<file path="src/rtl/alu_pkg.sv">
package alu_pkg;

    typedef enum logic [3:0] {
        OP_NOP   = 4'h0,
        OP_ADD   = 4'h1,
        OP_SUB   = 4'h2,
        OP_MUL   = 4'h3,
        OP_LOAD  = 4'h4,
        OP_STORE = 4'h5,
        OP_CMP   = 4'h6,
        OP_MOV   = 4'h7,
        OP_OR    = 4'h8,
        OP_AND   = 4'h9,
        OP_NOT   = 4'hA,
        OP_LSL   = 4'hB,
        OP_JUMP  = 4'hC,
        OP_LSR   = 4'hD,
        OP_BEQ   = 4'hE,
        OP_BGT   = 4'hF
    } opcode_e;

    // one-hot unit selects plus writeback intent
    typedef struct packed {
        logic is_add;
        logic is_sub;
        logic is_mul;
        logic is_addr;
        logic is_cmp;
        logic is_mov;
        logic is_or;
        logic is_and;
        logic is_not;
        logic is_shl;
        logic is_shr;
        logic wr_reg;
        logic wr_flag;
    } alu_sel_t;

    localparam int FLAG_EQ_BIT = 0;
    localparam int FLAG_GT_BIT = 1;

endpackage

</file>
<file path="src/rtl/alu_decode.sv">
module alu_decode
    import alu_pkg::*;
(
    input  logic [3:0] opcode,
    output alu_sel_t   sel
);

    logic [10:0] unit_vec;

    always_comb begin
        sel = '0;
        case (opcode_e'(opcode))
            OP_ADD:   begin sel.is_add  = 1'b1; sel.wr_reg = 1'b1; end
            OP_SUB:   begin sel.is_sub  = 1'b1; sel.wr_reg = 1'b1; end
            OP_MUL:   begin sel.is_mul  = 1'b1; sel.wr_reg = 1'b1; end
            OP_LOAD:  begin sel.is_addr = 1'b1; sel.wr_reg = 1'b1; end
            OP_STORE: begin sel.is_addr = 1'b1; end
            OP_CMP:   begin sel.is_cmp  = 1'b1; sel.wr_flag = 1'b1; end
            OP_MOV:   begin sel.is_mov  = 1'b1; sel.wr_reg = 1'b1; end
            OP_OR:    begin sel.is_or   = 1'b1; sel.wr_reg = 1'b1; end
            OP_AND:   begin sel.is_and  = 1'b1; sel.wr_reg = 1'b1; end
            OP_NOT:   begin sel.is_not  = 1'b1; sel.wr_reg = 1'b1; end
            OP_LSL:   begin sel.is_shl  = 1'b1; sel.wr_reg = 1'b1; end
            OP_LSR:   begin sel.is_shr  = 1'b1; sel.wr_reg = 1'b1; end
            default:  sel = '0;
        endcase
    end

    assign unit_vec = {sel.is_add, sel.is_sub, sel.is_mul, sel.is_addr, sel.is_cmp,
                       sel.is_mov, sel.is_or, sel.is_and, sel.is_not, sel.is_shl,
                       sel.is_shr};

    always_comb begin
        // at most one functional unit is chosen per opcode
        a_r9_onehot_units: assert ($onehot0(unit_vec));
        // compare never requests a register write
        a_r8_cmp_no_reg: assert (!(sel.is_cmp && sel.wr_reg));
    end

endmodule

</file>
<file path="src/rtl/alu_addsub.sv">
module alu_addsub #(
    parameter int DATA_W = 16
) (
    input  logic [DATA_W-1:0] a,
    input  logic [DATA_W-1:0] b,
    input  logic              sub,
    output logic [DATA_W-1:0] sum,
    output logic              eq,
    output logic              gt
);

    logic [DATA_W-1:0] b_eff;

    always_comb begin
        b_eff = sub ? ~b : b;
        sum   = a + b_eff + {{(DATA_W-1){1'b0}}, sub};
        eq    = (a == b);
        gt    = (a > b);
    end

endmodule

</file>
<file path="src/rtl/alu_shift.sv">
module alu_shift #(
    parameter int DATA_W = 16,
    parameter int AMT_W  = $clog2(DATA_W)
) (
    input  logic [DATA_W-1:0] a,
    input  logic [AMT_W-1:0]  amt,
    output logic [DATA_W-1:0] shl_out,
    output logic [DATA_W-1:0] shr_out
);

    logic [DATA_W-1:0] l_lvl [0:AMT_W];
    logic [DATA_W-1:0] r_lvl [0:AMT_W];

    assign l_lvl[0] = a;
    assign r_lvl[0] = a;

    for (genvar s = 0; s < AMT_W; s++) begin : g_lvl
        localparam int STEP = 1 << s;
        assign l_lvl[s+1] = amt[s] ? {l_lvl[s][DATA_W-1-STEP:0], {STEP{1'b0}}} : l_lvl[s];
        assign r_lvl[s+1] = amt[s] ? {{STEP{1'b0}}, r_lvl[s][DATA_W-1:STEP]} : r_lvl[s];
    end

    assign shl_out = l_lvl[AMT_W];
    assign shr_out = r_lvl[AMT_W];

    always_comb begin
        // a zero amount leaves the operand untouched in both directions
        if (amt == '0) begin
            a_r5_zero_shift: assert (shl_out == a && shr_out == a);
        end
        // any nonzero amount fills the vacated end with zero
        if (amt != '0) begin
            a_r5_zero_fill: assert (!shl_out[0] && !shr_out[DATA_W-1]);
        end
    end

endmodule

</file>
<file path="src/rtl/alu_logic.sv">
module alu_logic #(
    parameter int DATA_W = 16
) (
    input  logic [DATA_W-1:0] a,
    input  logic [DATA_W-1:0] b,
    input  logic              do_or,
    input  logic              do_and,
    input  logic              do_not,
    output logic [DATA_W-1:0] y
);

    always_comb begin
        y = '0;
        if (do_or)  y = a | b;
        if (do_and) y = a & b;
        if (do_not) y = ~a;
    end

endmodule

</file>
<file path="src/rtl/exec_alu.sv">
module exec_alu
    import alu_pkg::*;
#(
    parameter int DATA_W  = 16,
    parameter int IMM_W   = 5,
    parameter bit REG_OUT = 1'b1
) (
    input  logic              clk,
    input  logic              rst_n,
    input  logic [3:0]        opcode,
    input  logic [DATA_W-1:0] opa,
    input  logic [DATA_W-1:0] opb,
    input  logic [IMM_W-1:0]  imm,
    output logic [DATA_W-1:0] result,
    output logic [DATA_W-1:0] flags,
    output logic              reg_we,
    output logic              flag_we
);

    localparam int AMT_W = $clog2(DATA_W);
    localparam int EXT_W = DATA_W - IMM_W;

    typedef struct packed {
        logic [DATA_W-1:0] result;
        logic [DATA_W-1:0] flags;
        logic              reg_we;
        logic              flag_we;
    } lane_out_t;

    alu_sel_t          sel;
    logic [DATA_W-1:0] imm_ext;
    logic [DATA_W-1:0] add_b;
    logic [DATA_W-1:0] sum;
    logic              cmp_eq;
    logic              cmp_gt;
    logic [DATA_W-1:0] mul_lo;
    logic [DATA_W-1:0] shl_out;
    logic [DATA_W-1:0] shr_out;
    logic [DATA_W-1:0] logic_out;
    lane_out_t         out_d;
    lane_out_t         out_q;

    alu_decode u_dec (
        .opcode (opcode),
        .sel    (sel)
    );

    assign imm_ext = {{EXT_W{imm[IMM_W-1]}}, imm};
    assign add_b   = sel.is_addr ? imm_ext : opb;

    alu_addsub #(.DATA_W(DATA_W)) u_add (
        .a   (opa),
        .b   (add_b),
        .sub (sel.is_sub),
        .sum (sum),
        .eq  (cmp_eq),
        .gt  (cmp_gt)
    );

    assign mul_lo = opa * opb;

    alu_shift #(.DATA_W(DATA_W), .AMT_W(AMT_W)) u_shf (
        .a       (opa),
        .amt     (opb[AMT_W-1:0]),
        .shl_out (shl_out),
        .shr_out (shr_out)
    );

    alu_logic #(.DATA_W(DATA_W)) u_log (
        .a      (opa),
        .b      (opb),
        .do_or  (sel.is_or),
        .do_and (sel.is_and),
        .do_not (sel.is_not),
        .y      (logic_out)
    );

    always_comb begin
        out_d = '0;
        if (sel.is_add || sel.is_sub || sel.is_addr) out_d.result = sum;
        if (sel.is_mul)                              out_d.result = mul_lo;
        if (sel.is_shl)                              out_d.result = shl_out;
        if (sel.is_shr)                              out_d.result = shr_out;
        if (sel.is_or || sel.is_and || sel.is_not)   out_d.result = logic_out;
        if (sel.is_mov)                              out_d.result = opa;
        if (sel.is_cmp) begin
            out_d.flags[FLAG_EQ_BIT] = cmp_eq;
            out_d.flags[FLAG_GT_BIT] = cmp_gt;
        end
        out_d.reg_we  = sel.wr_reg;
        out_d.flag_we = sel.wr_flag;
    end

    if (REG_OUT) begin : g_reg
        always_ff @(posedge clk) begin
            if (!rst_n) out_q <= '0;
            else        out_q <= out_d;
        end

        // an add lands one edge later as the wrapped sum
        a_r2_add_latency: assert property (@(posedge clk) disable iff (!rst_n)
            (opcode == OP_ADD) |=> (result == $past(opa) + $past(opb)) && reg_we);
        // control-flow and idle opcodes leave nothing to write
        a_r9_no_write: assert property (@(posedge clk) disable iff (!rst_n)
            (opcode == OP_NOP || opcode == OP_JUMP || opcode == OP_BEQ || opcode == OP_BGT)
            |=> (result == '0) && !reg_we && !flag_we);
        // move copies the first operand
        a_r6_move: assert property (@(posedge clk) disable iff (!rst_n)
            (opcode == OP_MOV) |=> (result == $past(opa)));
    end else begin : g_comb
        assign out_q = out_d;
    end

    assign result  = out_q.result;
    assign flags   = out_q.flags;
    assign reg_we  = out_q.reg_we;
    assign flag_we = out_q.flag_we;

    // a compare cannot also claim a register write
    a_r8_single_target: assert property (@(posedge clk) disable iff (!rst_n)
        !(flag_we && reg_we));
    // equal and greater never hold together
    a_r8_flag_exclusive: assert property (@(posedge clk) disable iff (!rst_n)
        !(flags[FLAG_EQ_BIT] && flags[FLAG_GT_BIT]));
    // the flag word is quiet unless it is being written
    a_r10_flags_quiet: assert property (@(posedge clk) disable iff (!rst_n)
        !flag_we |-> (flags == '0));
    // only the two low flag bits may be set
    a_r8_upper_flags: assert property (@(posedge clk) disable iff (!rst_n)
        flags[DATA_W-1:2] == '0);

endmodule

</file>
<file path="config.mk">
export PLATFORM = sky130hd
export DESIGN_NAME = exec_alu
export DESIGN_NICKNAME = d
export VERILOG_FILES = /design/src/rtl/alu_pkg.sv /design/src/rtl/alu_decode.sv /design/src/rtl/alu_addsub.sv /design/src/rtl/alu_shift.sv /design/src/rtl/alu_logic.sv /design/src/rtl/exec_alu.sv
export SDC_FILE = /design/constraint.sdc
export NUM_CORES = 1
export LEC_CHECK = 0
export ABC_AREA = 1
export ABC_CLOCK_PERIOD_IN_PS = 9780
export CORE_MARGIN = 2
export CORE_UTILIZATION = 40
export CTS_BUF_LIST = sky130_fd_sc_hd__clkbuf_4 sky130_fd_sc_hd__clkbuf_8
export DETAILED_ROUTE_END_ITERATION = 16
export GPL_TIMING_DRIVEN = 0
export MAX_ROUTING_LAYER = met4
export PLACE_DENSITY = 0.6
export RECOVER_POWER = 25
export SKIP_LAST_GASP = 1
export SLEW_MARGIN = 10
export SYNTH_ARGS = -nofsm -noshare
export SYNTH_HDL_FRONTEND = slang
export SYNTH_SLANG_ARGS = --single-unit
</file>
<file path="constraint.sdc">
create_clock -name clk -period 9.78 [get_ports clk]
set_clock_uncertainty 0.15 [all_clocks]
set_input_delay 1.956 -clock clk [delete_from_list [all_inputs] [get_ports clk]]
set_output_delay 1.956 -clock clk [all_outputs]
set_load 0.01 [all_outputs]
</file>
# --- Word level (Yosys, flattened, before mapping) ---
# Cells that the tools add are included.
op_classes:
  n_addsub: 2
  order_cmp: 1
  n_mux: 31
  bitwise_logic: 4
  n_eq_ne: 13
  n_reduce_logical: 7
  mul: 1
op_table:
  columns: ["operator", "n"]
  rows:
  - ["two-way mux 16 bit", 19]
  - ["NOT 16 bit", 2]
  - ["equality test 4 bit (second input constant)", 5]
  - ["adder 16 x 1 -> 16 bit", 1]
  - ["adder 16 bit", 1]
  - ["bitwise AND 16 bit", 1]
  - ["equality test 16 bit", 1]
  - ["equality test 4 x 3 -> 1 bit (second input constant)", 4]
  - ["greater-than comparator 16 bit", 1]
  - ["multiplier 16 x 16 -> 16 bit", 1]
  - ["OR 16 bit", 1]
  - ["two-way mux 1 bit", 12]
  - ["OR reduction 10 bit", 1]
  - ["equality test 4 x 2 -> 1 bit (second input constant)", 2]
  - ["equality test 4 x 1 -> 1 bit (second input constant)", 1]
  - ["logical OR 1 bit", 4]
  - ["AND reduction 2 bit", 1]
  - ["OR reduction 2 bit", 1]
word_totals:
  in_bits: 43
  out_inout_bits: 34
  word_cells: 64
  ff_bits: 34

# --- Depth between registers and ports, before layout ---
logic_depth:
  word_depth: 14
  ltp_mapped: 33
  ltp_nobuf: 32

# --- Cells and area by module ---
# A second synthesis with hierarchy kept.
hier_totals:
  hier_cells: 1597
  area_unflattened_um2: 9505.4
by_module_without_submodules:
  columns: ["mod", "seq_area_each_um2", "area_each_um2", "cells_per_inst", "instances"]
  rows:
  - ["exec_alu", 400.4, 5935.7, 911, 1]
  - ["alu_addsub", 0.0, 1410.1, 235, 1]
  - ["alu_shift", 0.0, 1372.6, 267, 1]
  - ["alu_logic", 0.0, 654.4, 153, 1]
  - ["alu_decode", 0.0, 132.6, 31, 1]

# --- Worst setup path after synthesis ---
# OpenSTA, ideal clock, no wires.
synth_path:
  kind: "input to register"
  startpoint: "input port opb[2]"
  endpoint: "register out_q, in the netlist result[15]"
  setup_time_ns: 0.056
  required_time_ns: 9.574
  slack_ns: 2.534
  arrival_time_ns: 7.040
  cell_stages: 24
  path_cell_list: "clkbuf_1 -> clkbuf_1 -> buf_1 -> nand2_1 -> fa_1 -> fa_1 -> inv_1 -> fa_1 -> fa_1 -> fa_1 -> inv_1 -> fa_1 -> inv_1 -> ha_1 -> a21oi_1 -> o21a_1 -> nand2_1 -> a31oi_1 -> inv_1 -> nand3_1 -> nand3_1 -> nand4_1 -> nand2_1 -> inv_1"
synth_between:
  elab_chain_cells: 11
  elab_cells_between_ends: 16
  classes_between: "add/sub (2); mul (1); mux (12); bitwise (1)"
synth_lines:
  columns: ["element", "line_no", "source"]
  rows:
  - ["from (decl)", "exec_alu.sv:12", "input logic [DATA_W-1:0] opb,"]
  - ["two-way mux 16 bit", "exec_alu.sv:49", "assign add_b = sel.is_addr ? imm_ext : opb;"]
  - ["NOT 16 bit", "alu_addsub.sv:15", "b_eff = sub ? ~b : b;"]
  - ["two-way mux 16 bit", "alu_addsub.sv:15", null]
  - ["adder 16 bit", "alu_addsub.sv:16", "sum = a + b_eff + {{(DATA_W-1){1'b0}}, sub};"]
  - ["adder 16 x 1 -> 16 bit", "alu_addsub.sv:16", null]
  - ["two-way mux 16 bit", "exec_alu.sv:80", "if (sel.is_add || sel.is_sub || sel.is_addr) out_d.result = sum;"]
  - ["two-way mux 16 bit", "exec_alu.sv:81", "if (sel.is_mul) out_d.result = mul_lo;"]
  - ["two-way mux 16 bit", "exec_alu.sv:82", "if (sel.is_shl) out_d.result = shl_out;"]
  - ["two-way mux 16 bit (*)", "exec_alu.sv:83", "if (sel.is_shr) out_d.result = shr_out;"]
  - ["two-way mux 16 bit (*)", "exec_alu.sv:84", "if (sel.is_or || sel.is_and || sel.is_not) out_d.result = logic_out;"]
  - ["two-way mux 16 bit (*)", "exec_alu.sv:85", "if (sel.is_mov) out_d.result = opa;"]
  - ["to (signal assigned)", "exec_alu.sv:97", "else out_q <= out_d;"]
  - ["to (decl)", "exec_alu.sv:41", "lane_out_t out_q;"]
# Every way passes the cells marked *; elsewhere a longest branch is shown, timed or not.
# A chain may end at the register's enable or synchronous reset.

# --- Worst setup path after layout ---
layout_path:
  startpoint: "input port opb[1]"
  endpoint: "register out_q, in the netlist result[15]"
# The elaborated chain is that of the path after synthesis.

==> flow_summary.toml <==
[global_route]
grt_antenna_before_repair = 0
grt_pass1_wl_um = 49900
met1_usage_pct = 39.8
grt_max_degree = 11
gr-usage-met2_pct = 52.4
grt_usage_pct = 31.1
globalRouteMet3Util_pct = 3.61
overflow = 0
grt_pass1_vias = 8713
busiest_layer = "met2"

[clock_network]
cts_setup_buffers = 0
cts.path.max_buffers = 2
cts-resized-gates = 0
htreeDepth = 1
cts.sinks = 20
hold_buffers = 0
numCtsBuffers = 3
cts_root_buf = "clkbuf_8"
path_clk_slew_ns = 0.11
cts_tree = "built"

[floorplanning]
io_pins = 77
die_h_um = 148
num_rows = 52
core_mm2 = 0.0203
die_area_mm2 = 0.0219
initial_core_util_pct = 40.8
die_x_um = 148

[detailed_routing]
drtIter0Drc = 739
ant_nets = 0
routed_wirelength_um = 32600
vias = 8804
drc = 0
firstDrtPassIters = 5
wl_per_cell_um = 19.3
via_per_inst = 5.23

[yosys]
synthCells = 1341
yosysWarnings = 0
synth_compound_area_share_pct = 17.1
syn_area_per_cell_um2 = 6.18
yosysTopAreaCell = "fa_1"
syn_area_mm2 = 0.00828
synthMuxAreaShare_pct = 0.483
synth-edff-count = 0
synthSimpleGateAreaFrac_pct = 25.5
ys_types = 48
synthFlopType = "dfxtp_1"
synth_xor_area_share_pct = 2.64
synthAdderAreaFrac_pct = 31.5
ys_ff_latch = 20
synthArstFlopShare_pct = 0
synth_top_family_by_area = "adder cells"
synth_top_area_share_pct = 19.6
yosysSeqAreaShare_pct = 4.83
yosys-top-cells-area = "fa_1 20%, nand2_1 15%, inv_1 13%"

[setup_path]
max_stage_delay_ns = 0.61
cp-end-kind = "flip-flop"
worst_ep_required_time_ns = 9.89
crit_type = "in2reg"
crit_family = "adder cells"
crit_slowest_cell = "clkdlybuf4s50_1"
crit_fanout = 10
worstSetupStartpointType = "input pin"
critPathArrivalTime_ns = 8.78
path_buf_inv = 9
cpMostUsedCell = "fa_1"

[final_layout]
area_growth_pct = 11.9
nNetsFinal = 1618
drive_gt1_share_pct = 4.39
n_antenna_cell = 0
fillers = 2225

[sta]
max_slew.worst_pin.slew_ns = 0.855
final.setup.tns_ns = 0
finalSetupViolations = 0
fmax_ghz = 0.115
fin_crit_sh_pct = 88.7
max-slew-margin-rel_pct = 43.0
hold_viol = 0
fin_crit_ns = 8.67
rsz0062_at_grt = "false"
slew_violations = 0

[flow_run]
maxCapViolations = 0

[hold_path]
min_path_type = "in2reg"

[power]
max-vdd-ir-drop_mv = 0.142
power.total_uw = 1530
p_leak_uw = 0.00520
power_density_mw_per_mm2 = 165

[status]
status = "finished, final reports clean"

[placement]
io_buffers = 56
dpl.hpwl_um = 26800
place_congestion = 0.967
-- final cells by class --
| cell class | count | area [um^2] | area share (%) |
|---|---|---|---|
| plain buffers | 71 | 338 | 3.64 |
| clock buffers | 3 | 41.3 | 0.445 |
| inverters | 306 | 1150 | 12.4 |
| multi-input cells | 957 | 6440 | 69.5 |
| flip-flops and latches | 20 | 400 | 4.32 |
| well taps | 270 | 338 | 3.64 |
| repair buffers | 56 | 561 | 6.05 |
-- routing by layer --
metal	up-vias	routed length, um
li1	4286	-
met1	4089	13700
met2	369	15500
met3	60	2410
met4	0	975
met5	-	0
-- where the power goes --
part | leakage (uW) | switching [uW] | total (uW) | internal, uW
clock | 0.0000216 | 45.6 | 73.7 | 28.1
sequential | 0.000164 | 2.83 | 94.4 | 91.6
combinational | 0.00501 | 853 | 1360 | 509
-- sequential cells by signal (all words and copies together) (netlist names) --
name,count
flags,2
flag_we,1
result,16
reg_we,1
-- cells by family (layout without fill, tap and decap cells) --
family	count (synthesis)	count (layout)
compound gates	255	255
other cells	1	14
buf+inv	377	436
fa+ha+maj	160	160
mux	4	4
flops	20	20
simple gates	499	499
xor+xnor	25	25
-- per-stage QoR --
stage	setup slack, ns	hold slack [ns]	cells	utilization (%)	instance area [um^2]
after global routing	0.777	2.24	1683	45.7	9270
after floorplan	2.53	1.90	1354	-	8330
after detailed placement	0.877	2.49	1680	45.5	9230
final	1.11	2.17	1683	45.7	9270
after CTS	1.17	2.17	1683	45.7	9270
after global placement	0.896	2.49	1680	45.5	9230
-- cell usage after synthesis, types with 5 or more instances --
library cell and count:
inv_1 297, inv_2 9, buf_2 12, o211ai_1 6
nand2_1 337, buf_4 15, xor2_1 21, nor2_1 61
o21ai_0 119, fa_1 81, buf_1 6, nand2_2 5
o31ai_1 6, a31oi_1 10, dfxtp_1 20, nand4_1 9
nand3_1 50, nor3_1 13, a211oi_1 5, a21oi_1 79
ha_1 79, clkbuf_1 38
-- cell usage in the layout, fill, tap and decap left out, types with 9 or more instances in the layout --
master           netlist  layout
buf_2                 12      12
clkbuf_1              38      38
dfxtp_1               20      20
conb_1                 1      14
xor2_1                21      21
nand2_1              337     337
inv_1                297     297
nor3_1                13      13
a31oi_1               10      10
fa_1                  81      81
nor2_1                61      61
nand4_1                9       9
nand3_1               50      50
a21oi_1               79      79
o21ai_0              119     119
ha_1                  79      79
buf_4                 15      15
dlygate4sd3_1          0      10
inv_2                  9       9
clkdlybuf4s50_1        0      46
-- final timing paths --
path | start | endpoint | slack, ns | cells after the start
worst max-delay path | opb[1] | result[15] | 1.11 | 25
worst min-delay path | opb[0] | result[0] | 2.17 | 5
(Power assumes the default switching activity.)
